[src/rtl/gpio_port_pkg.sv]
// Package: shared constants and types for the multi-mode I/O port.
// Assumes a byte-addressed register space of 256 bytes with 32-bit words.
package gpio_port_pkg;

    localparam int ADDR_W  = 8;
    localparam int DATA_W  = 32;
    localparam int MAX_PIN = 16;
    localparam int DIS_LSB = 16;   // input-disable field starts here

    localparam logic [ADDR_W-1:0] OFS_OUT   = 8'h00;
    localparam logic [ADDR_W-1:0] OFS_MASK  = 8'h04;
    localparam logic [ADDR_W-1:0] OFS_IN    = 8'h08;
    localparam logic [ADDR_W-1:0] OFS_MODE  = 8'h0C;
    localparam logic [ADDR_W-1:0] OFS_INDIS = 8'h10;

    // Alias window occupies 0x40..0x7F: addr[7:6] == 2'b01
    localparam logic [1:0] ALIAS_TAG = 2'b01;

    typedef enum logic [1:0] {
        PM_INPUT = 2'd0,
        PM_PUSH  = 2'd1,
        PM_OPEN  = 2'd2,
        PM_QUASI = 2'd3
    } pin_mode_e;

endpackage

[src/rtl/gpio_in_sync.sv]
// Module: two-flop synchronizer for the pad input levels.
// Assumes each bit is independent; no multi-bit coherence is promised.
module gpio_in_sync #(
    parameter int WIDTH = 16
) (
    input  logic             clk,
    input  logic             rst_n,
    input  logic [WIDTH-1:0] async_in,
    output logic [WIDTH-1:0] sync_out
);

    logic [WIDTH-1:0] stage1_q;
    logic [WIDTH-1:0] stage2_q;

    // Shift the raw pad levels through two flops.
    always_ff @(posedge clk) begin
        if (!rst_n) begin
            stage1_q <= '0;
            stage2_q <= '0;
        end else begin
            stage1_q <= async_in;
            stage2_q <= stage1_q;
        end
    end

    assign sync_out = stage2_q;

endmodule

[src/rtl/gpio_pin_drive.sv]
// Module: per-pin pad control decode from the mode code and the output bit.
// Assumes the pad ring provides the weak pull-up; this only requests it.
module gpio_pin_drive
    import gpio_port_pkg::*;
(
    input  logic [1:0] mode,
    input  logic       out_bit,
    output logic       pad_drv,
    output logic       pad_en,
    output logic       pull_req
);

    pin_mode_e mode_e;
    assign mode_e = pin_mode_e'(mode);

    // Translate the mode and output bit into pad controls.
    always_comb begin
        pad_drv  = 1'b0;
        pad_en   = 1'b0;
        pull_req = 1'b0;
        case (mode_e)
            PM_INPUT: begin
                pad_en = 1'b0;
            end
            PM_PUSH: begin
                pad_en  = 1'b1;
                pad_drv = out_bit;
            end
            PM_OPEN: begin
                pad_en = ~out_bit;
            end
            PM_QUASI: begin
                pad_en   = ~out_bit;
                pull_req = out_bit;
            end
            default: begin
                pad_en = 1'b0;
            end
        endcase
    end

endmodule

[src/rtl/gpio_port_regfile.sv]
// Module: register storage, write decode and registered read mux of the port.
// Assumes at most one of bus_wr / bus_rd per cycle; the low two address
// bits are ignored inside the alias window.
module gpio_port_regfile
    import gpio_port_pkg::*;
#(
    parameter int NUM_PINS = 16
) (
    input  logic                  clk,
    input  logic                  rst_n,
    input  logic                  bus_wr,
    input  logic                  bus_rd,
    input  logic [ADDR_W-1:0]     bus_addr,
    input  logic [DATA_W-1:0]     bus_wdata,
    output logic [DATA_W-1:0]     bus_rdata,
    input  logic [NUM_PINS-1:0]   pin_level,
    output logic [2*NUM_PINS-1:0] mode_o,
    output logic [NUM_PINS-1:0]   dout_o,
    output logic [NUM_PINS-1:0]   mask_o,
    output logic [NUM_PINS-1:0]   indis_o
);

    localparam int MODE_W = 2 * NUM_PINS;
    localparam int IDX_W  = $clog2(MAX_PIN);

    logic [MODE_W-1:0]   mode_q;
    logic [NUM_PINS-1:0] dout_q;
    logic [NUM_PINS-1:0] mask_q;
    logic [NUM_PINS-1:0] indis_q;
    logic [DATA_W-1:0]   rdata_q;
    logic [DATA_W-1:0]   rd_next;
    logic [NUM_PINS-1:0] in_view;
    logic [IDX_W-1:0]    alias_idx;
    logic                alias_ok;

    // Decode whether the address falls on an implemented pin alias.
    always_comb begin
        alias_idx = bus_addr[IDX_W+1:2];
        alias_ok  = (bus_addr[ADDR_W-1:ADDR_W-2] == ALIAS_TAG) &&
                    (int'(alias_idx) < NUM_PINS);
    end

    // Gate the synchronized levels by the input-disable bits.
    assign in_view = pin_level & ~indis_q;

    // Register writes: whole-port output honours the mask, aliases do not.
    always_ff @(posedge clk) begin
        if (!rst_n) begin
            mode_q  <= '0;
            dout_q  <= '0;
            mask_q  <= '0;
            indis_q <= '0;
        end else if (bus_wr) begin
            case (bus_addr)
                OFS_OUT:   dout_q  <= (dout_q & mask_q) |
                                      (bus_wdata[NUM_PINS-1:0] & ~mask_q);
                OFS_MASK:  mask_q  <= bus_wdata[NUM_PINS-1:0];
                OFS_MODE:  mode_q  <= bus_wdata[MODE_W-1:0];
                OFS_INDIS: indis_q <= bus_wdata[DIS_LSB +: NUM_PINS];
                default: begin
                    if (alias_ok) begin
                        for (int i = 0; i < NUM_PINS; i++) begin
                            if (int'(alias_idx) == i) dout_q[i] <= bus_wdata[0];
                        end
                    end
                end
            endcase
        end
    end

    // Select the word a read at the current address returns.
    always_comb begin
        rd_next = '0;
        case (bus_addr)
            OFS_OUT:   rd_next[NUM_PINS-1:0]          = dout_q;
            OFS_MASK:  rd_next[NUM_PINS-1:0]          = mask_q;
            OFS_IN:    rd_next[NUM_PINS-1:0]          = in_view;
            OFS_MODE:  rd_next[MODE_W-1:0]            = mode_q;
            OFS_INDIS: rd_next[DIS_LSB +: NUM_PINS]   = indis_q;
            default: begin
                if (alias_ok) begin
                    for (int i = 0; i < NUM_PINS; i++) begin
                        if (int'(alias_idx) == i) rd_next[0] = in_view[i];
                    end
                end
            end
        endcase
    end

    // Capture read data on the read strobe and hold it afterwards.
    always_ff @(posedge clk) begin
        if (!rst_n) begin
            rdata_q <= '0;
        end else if (bus_rd) begin
            rdata_q <= rd_next;
        end
    end

    assign bus_rdata = rdata_q;
    assign mode_o    = mode_q;
    assign dout_o    = dout_q;
    assign mask_o    = mask_q;
    assign indis_o   = indis_q;

endmodule

[src/rtl/gpio_port_regs.sv]
// Module: top of the multi-mode I/O port; joins synchronizer, register file
// and one pad-control decoder per pin.
// Assumes NUM_PINS between 1 and 16 and a single clock domain for the bus.
module gpio_port_regs
    import gpio_port_pkg::*;
#(
    parameter int NUM_PINS = 16
) (
    input  logic                clk,
    input  logic                rst_n,
    input  logic                bus_wr,
    input  logic                bus_rd,
    input  logic [7:0]          bus_addr,
    input  logic [31:0]         bus_wdata,
    output logic [31:0]         bus_rdata,
    input  logic [NUM_PINS-1:0] pad_in,
    output logic [NUM_PINS-1:0] pad_out,
    output logic [NUM_PINS-1:0] pad_oe,
    output logic [NUM_PINS-1:0] pad_pullup
);

    logic [NUM_PINS-1:0]   pin_level;
    logic [2*NUM_PINS-1:0] mode_q;
    logic [NUM_PINS-1:0]   dout_q;
    logic [NUM_PINS-1:0]   mask_q;
    logic [NUM_PINS-1:0]   indis_q;

    gpio_in_sync #(.WIDTH(NUM_PINS)) u_sync (
        .clk      (clk),
        .rst_n    (rst_n),
        .async_in (pad_in),
        .sync_out (pin_level)
    );

    gpio_port_regfile #(.NUM_PINS(NUM_PINS)) u_regs (
        .clk       (clk),
        .rst_n     (rst_n),
        .bus_wr    (bus_wr),
        .bus_rd    (bus_rd),
        .bus_addr  (bus_addr),
        .bus_wdata (bus_wdata),
        .bus_rdata (bus_rdata),
        .pin_level (pin_level),
        .mode_o    (mode_q),
        .dout_o    (dout_q),
        .mask_o    (mask_q),
        .indis_o   (indis_q)
    );

    for (genvar g = 0; g < NUM_PINS; g++) begin : g_pin
        gpio_pin_drive u_drive (
            .mode     (mode_q[2*g +: 2]),
            .out_bit  (dout_q[g]),
            .pad_drv  (pad_out[g]),
            .pad_en   (pad_oe[g]),
            .pull_req (pad_pullup[g])
        );
    end

endmodule

[config.mk]
export PLATFORM = sky130hd
export DESIGN_NAME = gpio_port_regs
export DESIGN_NICKNAME = d
export VERILOG_FILES = /design/src/rtl/gpio_port_pkg.sv /design/src/rtl/gpio_in_sync.sv /design/src/rtl/gpio_pin_drive.sv /design/src/rtl/gpio_port_regfile.sv /design/src/rtl/gpio_port_regs.sv
export SDC_FILE = /design/constraint.sdc
export NUM_CORES = 1
export LEC_CHECK = 0
export BUFFER_PORTS_ARGS = -buffer_cell sky130_fd_sc_hd__buf_2
export CORE_MARGIN = 2
export CORE_UTILIZATION = 59
export CTS_CLUSTER_SIZE = 14
export DETAILED_ROUTE_END_ITERATION = 8
export PLACE_DENSITY_LB_ADDON = 0.2
export SYNTH_ARGS = -nofsm -noshare
export SYNTH_HDL_FRONTEND = slang
export SYNTH_HIERARCHICAL = 1
export SYNTH_SLANG_ARGS = --single-unit
export TNS_END_PERCENT = 10
[constraint.sdc]
create_clock -name clk -period 6.1 [get_ports clk]
set_clock_uncertainty 0.15 [all_clocks]
set_input_delay 0.61 -clock clk [delete_from_list [all_inputs] [get_ports clk]]
set_output_delay 0.61 -clock clk [all_outputs]
set_load 0.05 [all_outputs]
==> impl_metrics.env, run 1 <==
export IMPL_yosysSeqAreaShare=0.426
export IMPL_h_tree_depth=4
export IMPL_dr_pass1_iters=5
export IMPL_crit_end="u_regs/mode_o[4]"
export IMPL_startpoint_type="input port"
export IMPL_num_vias=6115
export IMPL_antenna_found_initial=0
export IMPL_max_vdd_ir_drop_mv=0.176
export IMPL_crit_arrival_ns=3.80
export IMPL_dieArea_mm2=0.0123
export IMPL_stdcell_area_mm2=0.00798
export IMPL_r2r_start="u_regs/indis_o[2]"
export IMPL_post_cts_resized=0
export IMPL_grt_pass1_wl_mm=30.0
export IMPL_synthesis_nets=810
export IMPL_wirelength_mm=19.1
export IMPL_syn_area_mm2=0.00677
export IMPL_yosysUniqueCellTypes=56
export IMPL_grt_usage=0.308
export IMPL_regToRegEndpoint="u_regs/bus_rdata[0]"
export IMPL_ios=140
export IMPL_syn2layout_area_growth_pct=17.8
export IMPL_critical_path_class="in2reg"
export IMPL_yosys_most_used_dff="dfxtp_1"
export IMPL_required_ns=6.22
export IMPL_syn_avg_cell_area_um2=9.03
export IMPL_hold_class="in2reg"
export IMPL_synth_enable_flop_cells=0
export IMPL_timing_fmax_mhz=272
export IMPL_cts_sinks=144
export IMPL_core_mm2=0.0113
export IMPL_cpMaxStageDelayCell="nand2_1"
export IMPL_hold_depth=2
export IMPL_clk_path_buf_depth=2
export IMPL_routabilityCongestion=0.936
export IMPL_clkTransAtPathRegs_ns=0.06
export IMPL_via_per_inst=6.03
export IMPL_final_cell_mix="dfxtp_1 (144), buf_2 (139), nand2_1 (110)"
export IMPL_nets=918
export IMPL_grt_max_degree=56
export IMPL_hpwlAfterDp_mm=13.4
export IMPL_hold_viol=0
export IMPL_grt_pass1_vias=5799
export IMPL_drc=0
export IMPL_grt_overflow_total=0
export IMPL_cts_buffers=17
export IMPL_drive_above_1_share=0.308
export IMPL_die_h_um=111
export IMPL_ys_ff_latch=144
export IMPL_min_period_ns=3.68
export IMPL_clk_latency_ns=0.42
export IMPL_worstPathCellList="buf_2 > nand2_1 > nor3_4 > nand2_1 > nand2_1 > a21oi_2"
export IMPL_rsz0062_at_grt="false"
export IMPL_crit_path_frequent_cell="nand2_1"
export IMPL_place_port_buffers=139
export IMPL_power_density_mw_per_mm2=270
export IMPL_final_common_cell="dfxtp_1"
export IMPL_initial_core_util=0.598
export IMPL_yosys_warnings=6
export IMPL_fp_dieW_um=111
export IMPL_slew_headroom=0.149
export IMPL_hold_slack_ns=0.253
export IMPL_drtIter0Drc=621
export IMPL_fin_crit_sh=0.603
export IMPL_fin_setup_tns_ns=0
export IMPL_cts_tree="yes"
export IMPL_worstMarginPinSlew_ns=1.27
export IMPL_root_buffer="clkbuf_16"
export IMPL_rows=39
export IMPL_cp_max_fo=42
export IMPL_crit_start="bus_addr[3]"
export IMPL_setup_violations=0
export IMPL_netlist_instances=750
export IMPL_ff2ff_setup_slack_ns=4.22
export IMPL_cpPeakStageDelay_ns=0.95
export IMPL_worstSetupEndpointType="flop"
export IMPL_outcome="finished clean"
export IMPL_diodes=0
export IMPL_max_cap_violations=0
export IMPL_wl_per_cell_um=18.8
export IMPL_placed_cell_area_mm2=0.00738
export IMPL_async_flop_share=0
export IMPL_drv_slew=0
export IMPL_power_leakage_nw=3.16
export IMPL_reg2regPathDepth=5
export IMPL_route_antenna_remaining_nets=0
export IMPL_nFillCells=897
export IMPL_cts_hold_buf=0
export IMPL_postCtsSetupRepairBufs=0
==> critical path: cells and delay by family <==
kind / cells / cell delay (ns)
buffers and inverters: 1 / 0.70
AOI/OAI and AO/OA: 1 / 0.10
and+or+nand+nor: 4 / 2.35
==> synth_stat cells, drive strengths merged, types with 3 or more instances <==
cell | count | area, um2
a211oi | 17 | 128
a21oi | 50 | 363
a22o | 13 | 114
a22oi | 17 | 128
a2bb2oi | 3 | 26.3
a311oi | 10 | 87.6
a32oi | 6 | 52.6
and2 | 34 | 253
and3 | 20 | 125
buf | 14 | 138
clkbuf | 39 | 150
dfxtp | 144 | 2880
inv | 23 | 86.3
mux2i | 36 | 360
mux4 | 14 | 315
nand2 | 110 | 413
nand2b | 10 | 62.6
nand3 | 19 | 100
nor2 | 82 | 308
nor2b | 19 | 119
nor3 | 8 | 51.3
o21a | 3 | 22.5
o21ai | 12 | 60.1
o21bai | 3 | 22.5
o311a | 5 | 50.1
or3 | 3 | 18.8
or3b | 11 | 96.3
==> how the worst min path moves through the flow <==
stage                  startpoint             endpoint
4_1_cts                pad_in[14]  u_sync/stage1_q[14]
6_report               pad_in[14]  u_sync/stage1_q[14]
2_1_floorplan  u_sync/stage1_q[0]   u_sync/sync_out[0]
5_1_grt                pad_in[15]  u_sync/stage1_q[15]
3_5_place_dp   u_sync/stage1_q[8]   u_sync/sync_out[8]
3_3_place_gp   u_sync/stage1_q[2]   u_sync/sync_out[2]
==> cells by family (layout without fill, tap and decap cells) <==
kind of cell | Yosys count | in the layout | synth area share
AO/OA/AOI/OAI | 154 | 154 | 0.177
multiplexers | 50 | 50 | 0.0998
AND/OR/NAND/NOR | 325 | 325 | 0.241
flip-flops | 144 | 144 | 0.426
buffers and inverters | 76 | 197 | 0.0553
XOR/XNOR | 1 | 1 | 0.00129
==> power by group <==
group	switching, W	leakage, nW	internal, W
logic	0.000103	1.71	0.0000503
clock network	0.000411	0.279	0.000620
registers	0.00000788	1.17	0.000957
==> through the flow <==
| stage | utilization | cells | total power [W] | setup slack, ns |
|---|---|---|---|---|
| 3_5_place_dp | 0.652 | 982 | 0.00114 | 2.18 |
| 2_1_floorplan | - | 750 | 0.00108 | 3.57 |
| 6_report | 0.705 | 1014 | 0.00215 | 2.42 |
| 5_1_grt | 0.705 | 1014 | 0.00221 | 2.13 |
| 3_3_place_gp | 0.652 | 982 | 0.00113 | 2.31 |
| 4_1_cts | 0.705 | 1014 | 0.00216 | 2.51 |
==> per-layer routing <==
metal,vias up,global-route usage,wire [um]
li1,2853,-,-
met2,339,0.518,9240
met3,57,0.0612,1630
met5,-,0,0
met4,0,0.153,758
met1,2866,0.378,7470
==> cell type report <==
type | count | area (um2) | area share
Clock buffer | 19 | 443 | 0.0555
Clock inverter | 13 | 154 | 0.0193
Tap cell | 143 | 179 | 0.0224
Sequential cell | 144 | 2880 | 0.361
Multi-Input combinational cell | 530 | 3510 | 0.440
Timing Repair Buffer | 142 | 718 | 0.0900
Inverter | 23 | 87.6 | 0.0110
(Power assumes the default switching activity.)
==> run 2, diff against run 1 <==
CORE_UTILIZATION = 55   (was 59)
clock period = 3.57 ns   (was 6.1 ns; I/O delays follow)
==> run 2 against run 1 <==
Via count increased by 0.87%; global-route usage decreased by 0.95 points; cell count increased by 2.2%; first-iteration DRC count decreased by 17%; clock power increased by 83%; worst hold slack got worse by 0.24 ns; combinational power increased by 78%; wire length increased by 1.6%; die area increased by 7.0%; largest cell class unchanged; power increased by 77%; utilization decreased by 2.4 points; critical endpoint is now u_regs/mask_o[12]; sequential share of layout area decreased by 0.86 points.
==> impl_metrics.env, run 2 (synthesis gave the netlist of run 1 again) <==
export IMPL_grt_usage=0.299
export IMPL_hold_viol=0
export IMPL_fin_crit_sh=0.708
export IMPL_cp_max_fo=10
export IMPL_grt_pass1_wl_mm=30.5
export IMPL_hold_class="in2reg"
export IMPL_dr_pass1_iters=5
export IMPL_cpPeakStageDelay_ns=0.78
export IMPL_root_buffer="clkbuf_16"
export IMPL_setup_violations=0
export IMPL_dieArea_mm2=0.0132
export IMPL_cp_num_buf_inv=2
export IMPL_timing_fmax_mhz=396
export IMPL_cpMaxStageDelayCell="or4_1"
export IMPL_finish_utilization=0.680
export IMPL_worstMarginPinSlew_ns=1.14
export IMPL_diodes=0
export IMPL_syn2layout_area_growth_pct=20.7
export IMPL_rows=40
export IMPL_internal_power_w=0.00295
export IMPL_post_cts_resized=0
export IMPL_num_vias=6168
export IMPL_drc=0
export IMPL_postCtsSetupRepairBufs=0
export IMPL_rsz0062_at_grt="false"
export IMPL_outcome="finished clean"
export IMPL_nets=936
export IMPL_required_ns=3.70
export IMPL_die_h_um=115
export IMPL_hpwlAfterDp_mm=13.6
export IMPL_crit_arrival_ns=2.65
export IMPL_ios=140
export IMPL_wirelength_mm=19.4
export IMPL_drv_slew=0
export IMPL_comb_power_share=0.072
export IMPL_clockPowerShare=0.495
export IMPL_crit_path_frequent_cell="nor2_1"
export IMPL_cp_top_family="simple AND/OR/NAND/NOR gates"
export IMPL_cts_buffers=17
export IMPL_drtIter0Drc=516
export IMPL_via_per_inst=5.95
export IMPL_cts_sinks=144
export IMPL_swShare=0.226
export IMPL_slew_headroom=0.235
export IMPL_max_vdd_ir_drop_mv=0.366
export IMPL_max_cap_violations=0
export IMPL_drive_above_1_share=0.313
export IMPL_cts_tree="yes"
export IMPL_core_mm2=0.0120
export IMPL_clkTransAtPathRegs_ns=0.05
export IMPL_wl_per_cell_um=18.7
export IMPL_fp_dieW_um=115
export IMPL_final_cell_mix="dfxtp_1 (144), buf_2 (139), nand2_1 (110)"
export IMPL_grt_max_degree=48
export IMPL_power_leakage_nw=3.27
export IMPL_h_tree_depth=4
export IMPL_startpoint_type="input port"
export IMPL_worstPathCellList="buf_2 > or4_1 > nor2_1 > and3_1 > buf_4 > mux2i_1 > nor2_1"
export IMPL_initial_core_util=0.564
export IMPL_route_antenna_remaining_nets=0
export IMPL_fin_setup_tns_ns=0
export IMPL_place_port_buffers=139
export IMPL_antenna_found_initial=0
export IMPL_p_sw_w=0.000859
export IMPL_min_period_ns=2.53
export IMPL_routabilityCongestion=0.958
export IMPL_p_seq_frac=0.433
export IMPL_grt_pass1_vias=5877
export IMPL_final_common_cell="dfxtp_1"
export IMPL_worstSetupEndpointType="flop"
export IMPL_clk_path_buf_depth=2
export IMPL_clk_latency_ns=0.42
export IMPL_grt_overflow_total=0
export IMPL_critical_path_class="in2reg"
export IMPL_power_density_mw_per_mm2=466
==> run 2: changes by cell type in the layout (fill, tap and decap cells not counted), sizes merged <==
cell | previous run | this run
clkbuf | 19 | 21
clkinv | 4 | 6
bufinv | 2 | 4
buf | 142 | 152
dlygate4sd3 | 0 | 8
clkinvlp | 4 | 2
inv | 26 | 22
==> run 2: cell type report <==
| type | instances | area, um2 |
|---|---|---|
| sequential | 144 | 2880 |
| multi-input combinational | 530 | 3510 |
| clock buffer | 21 | 470 |
| inverter | 23 | 87.6 |
| timing repair buffer | 160 | 873 |
| tap | 147 | 184 |
| fill | 958 | 3840 |
| clock inverter | 11 | 160 |
==> run 2: power groups by stage <==
| stage | combinational, W | clock [W] | sequential [W] |
|---|---|---|---|
| final | 0.000274 | 0.00188 | 0.00165 |
| after global routing | 0.000293 | 0.00197 | 0.00165 |
| after CTS | 0.000269 | 0.00190 | 0.00165 |
| after detailed placement | 0.000261 | 0 | 0.00168 |
| after global placement | 0.000259 | 0 | 0.00168 |
| after floorplan | 0.000139 | 0 | 0.00171 |
==> run 2: repair_timing <==
action	in CTS	in global routing
endpoints found under the setup margin	0	0
hold buffers	8	0
hold endpoints to repair	8	0
==> run 2: metal layers <==
| metal | routed length [um] | global-route usage | share of wire | vias up |
|---|---|---|---|---|
| met5 | 0 | 0 | 0 | - |
| met3 | 1700 | 0.0638 | 0.088 | 54 |
| li1 | - | - | - | 2884 |
| met2 | 9200 | 0.490 | 0.47 | 336 |
| met1 | 7860 | 0.377 | 0.41 | 2894 |
| met4 | 642 | 0.141 | 0.033 | 0 |
==> run 2: metrics by stage <==
step	power (W)	hold WS, ns	worst slack, ns	area, um2	instances
after floorplan	0.00185	0.276	1.29	6770	750
after global placement	0.00194	0.280	0.779	7460	996
after detailed placement	0.00194	0.286	0.676	7460	996
after CTS	0.00382	0.0000326	1.10	8170	1036
after global routing	0.00391	0.00572	0.940	8170	1036
final	0.00381	0.0169	1.04	8170	1036
==> run 2: final timing paths <==
kind | start | to | slack (ns) | cells past startpoint
setup / recovery | bus_addr[7] | u_regs/mask_o[12] | 1.04 | 7
hold / removal | pad_in[3] | u_sync/stage1_q[3] | 0.02 | 2
setup reg to reg | u_regs/indis_o[2] | u_regs/bus_rdata[0] | 1.69 | 5
hold reg to reg | u_sync/stage1_q[12] | u_sync/sync_out[12] | 0.30 | 1
==> run 3, diff against run 2 <==
CORE_UTILIZATION = 50   (was 55)
clock period = 2.3 ns   (was 3.57 ns; I/O delays follow)
==> run 3 against run 2 <==
Utilization fell by 0.54 points; sequential power up 55%; via count grew 3.6%; worst setup slack got worse by 0.95 ns; power up 57%; largest power group unchanged; register-to-register slack worse by 1.3 ns; first-iteration DRC count is 18% higher; worst hold slack better by 0.11 ns; critical path depth up 2; cell area rose by 9.4%.
==> impl_metrics.env, run 3 (synthesis gave the netlist of run 1 again) <==
export IMPL_fp_dieW_um=120
export IMPL_fin_setup_tns_ns=0
export IMPL_place_port_buffers=139
export IMPL_grt_usage=0.291
export IMPL_final_cells=1140
export IMPL_syn2layout_area_growth_pct=32.0
export IMPL_outcome="finished clean"
export IMPL_grt_pass1_wl_mm=32.4
export IMPL_slew_headroom=0.574
export IMPL_max_vdd_ir_drop_mv=0.469
export IMPL_clk_latency_ns=0.42
export IMPL_max_cap_violations=0
export IMPL_rsz0062_at_grt="false"
export IMPL_grt_max_degree=44
export IMPL_drtIter0Drc=607
export IMPL_h_tree_depth=4
export IMPL_clk_path_buf_depth=2
export IMPL_hold_slack_ns=0.125
export IMPL_power_leakage_nw=3.62
export IMPL_crit_arrival_ns=2.42
export IMPL_hpwlAfterDp_mm=14.9
export IMPL_setup_violations=0
export IMPL_hold_class="in2reg"
export IMPL_grt_pass1_vias=6249
export IMPL_worstMarginPinSlew_ns=0.623
export IMPL_clkTransAtPathRegs_ns=0.06
export IMPL_startpoint_type="input port"
export IMPL_routabilityCongestion=0.904
export IMPL_rows=42
export IMPL_grt_overflow_total=0
export IMPL_timing_fmax_mhz=453
export IMPL_pre_cts_slack_ns=0.0393
export IMPL_required_ns=2.51
export IMPL_hold_viol=0
export IMPL_nets=1010
export IMPL_ios=140
export IMPL_worst_slack_ns=0.0901
export IMPL_via_per_inst=5.60
export IMPL_critical_path_class="in2reg"
export IMPL_cts_sinks=144
export IMPL_final_cell_mix="dfxtp_1 (144), buf_2 (139), nand2_1 (110)"
export IMPL_cp_max_fo=13
export IMPL_antenna_found_initial=0
export IMPL_power_density_mw_per_mm2=667
export IMPL_root_buffer="clkbuf_16"
export IMPL_cts_buffers=17
export IMPL_core_mm2=0.0132
export IMPL_dr_pass1_iters=5
export IMPL_cts_tree="yes"
export IMPL_die_h_um=120
export IMPL_final_common_cell="dfxtp_1"
export IMPL_min_period_ns=2.21
export IMPL_worstSetupEndpointType="flop"
export IMPL_drc=0
export IMPL_postCtsSetupRepairBufs=0
export IMPL_num_vias=6388
export IMPL_drv_slew=0
export IMPL_initial_core_util=0.511
export IMPL_dp_cells=1054
export IMPL_wirelength_mm=20.9
export IMPL_wl_per_cell_um=18.4
export IMPL_dieArea_mm2=0.0145
export IMPL_route_antenna_remaining_nets=0
export IMPL_fin_crit_sh=0.961
export IMPL_drive_above_1_share=0.321
## run 3: where the power goes
part	leakage [nW]	internal, W	total, W	switching, W
clock network	0.296	0.00181	0.00288	0.00107
logic	2.16	0.000219	0.000516	0.000297
registers	1.17	0.00254	0.00256	0.0000216
total	3.62	0.00457	0.00596	0.00139
## run 3: final cells by class
type,instances,area [um2]
Tap cell,176,220
Antenna cell,1,2.50
Sequential cell,144,2880
Timing Repair Buffer,234,1610
Multi-Input combinational cell,530,3520
Fill cell,1084,4310
Inverter,23,87.6
Clock inverter,14,189
Clock buffer,18,429
## run 3: through the flow
step | util | instance area (um2) | total power (W)
3_3_place_gp | 0.586 | 7760 | 0.00305
4_1_cts | 0.672 | 8900 | 0.00598
3_5_place_dp | 0.586 | 7760 | 0.00306
2_1_floorplan | - | 6770 | 0.00287
5_1_grt | 0.675 | 8930 | 0.00614
6_report | 0.675 | 8940 | 0.00596
## run 3: worst max-delay path, stage by stage
cell	delay, ns
buf_2	0.13
or4_1	0.55
buf_6	0.18
nor3_4	0.20
and2_4	0.21
buf_12	0.16
nand2_1	0.08
a21oi_2	0.12
dlygate4sd3_1	0.56
## run 3: what timing repair did
item                       in CTS  in global routing
hold buffers                   52                  0
setup endpoints to repair       0                  3
resized for setup               0                  2
hold endpoints to repair       81                  0
## run 3: layer usage
layer	track usage	wire (um)	vias up
met5	0	0	-
met4	0.131	627	0
met3	0.0542	1470	45
met2	0.483	10000	265
met1	0.367	8840	3038
li1	-	-	3040
## run 3: worst paths after layout
check             depth (start not counted)          startpoint                   end  slack, ns
setup / recovery                          9         bus_addr[7]     u_regs/mode_o[24]       0.09
hold / removal                            3              bus_rd  u_regs/bus_rdata[16]       0.13
setup reg to reg                          5   u_regs/indis_o[2]   u_regs/bus_rdata[0]       0.40
hold reg to reg                           1  u_sync/stage1_q[8]    u_sync/sync_out[8]       0.30
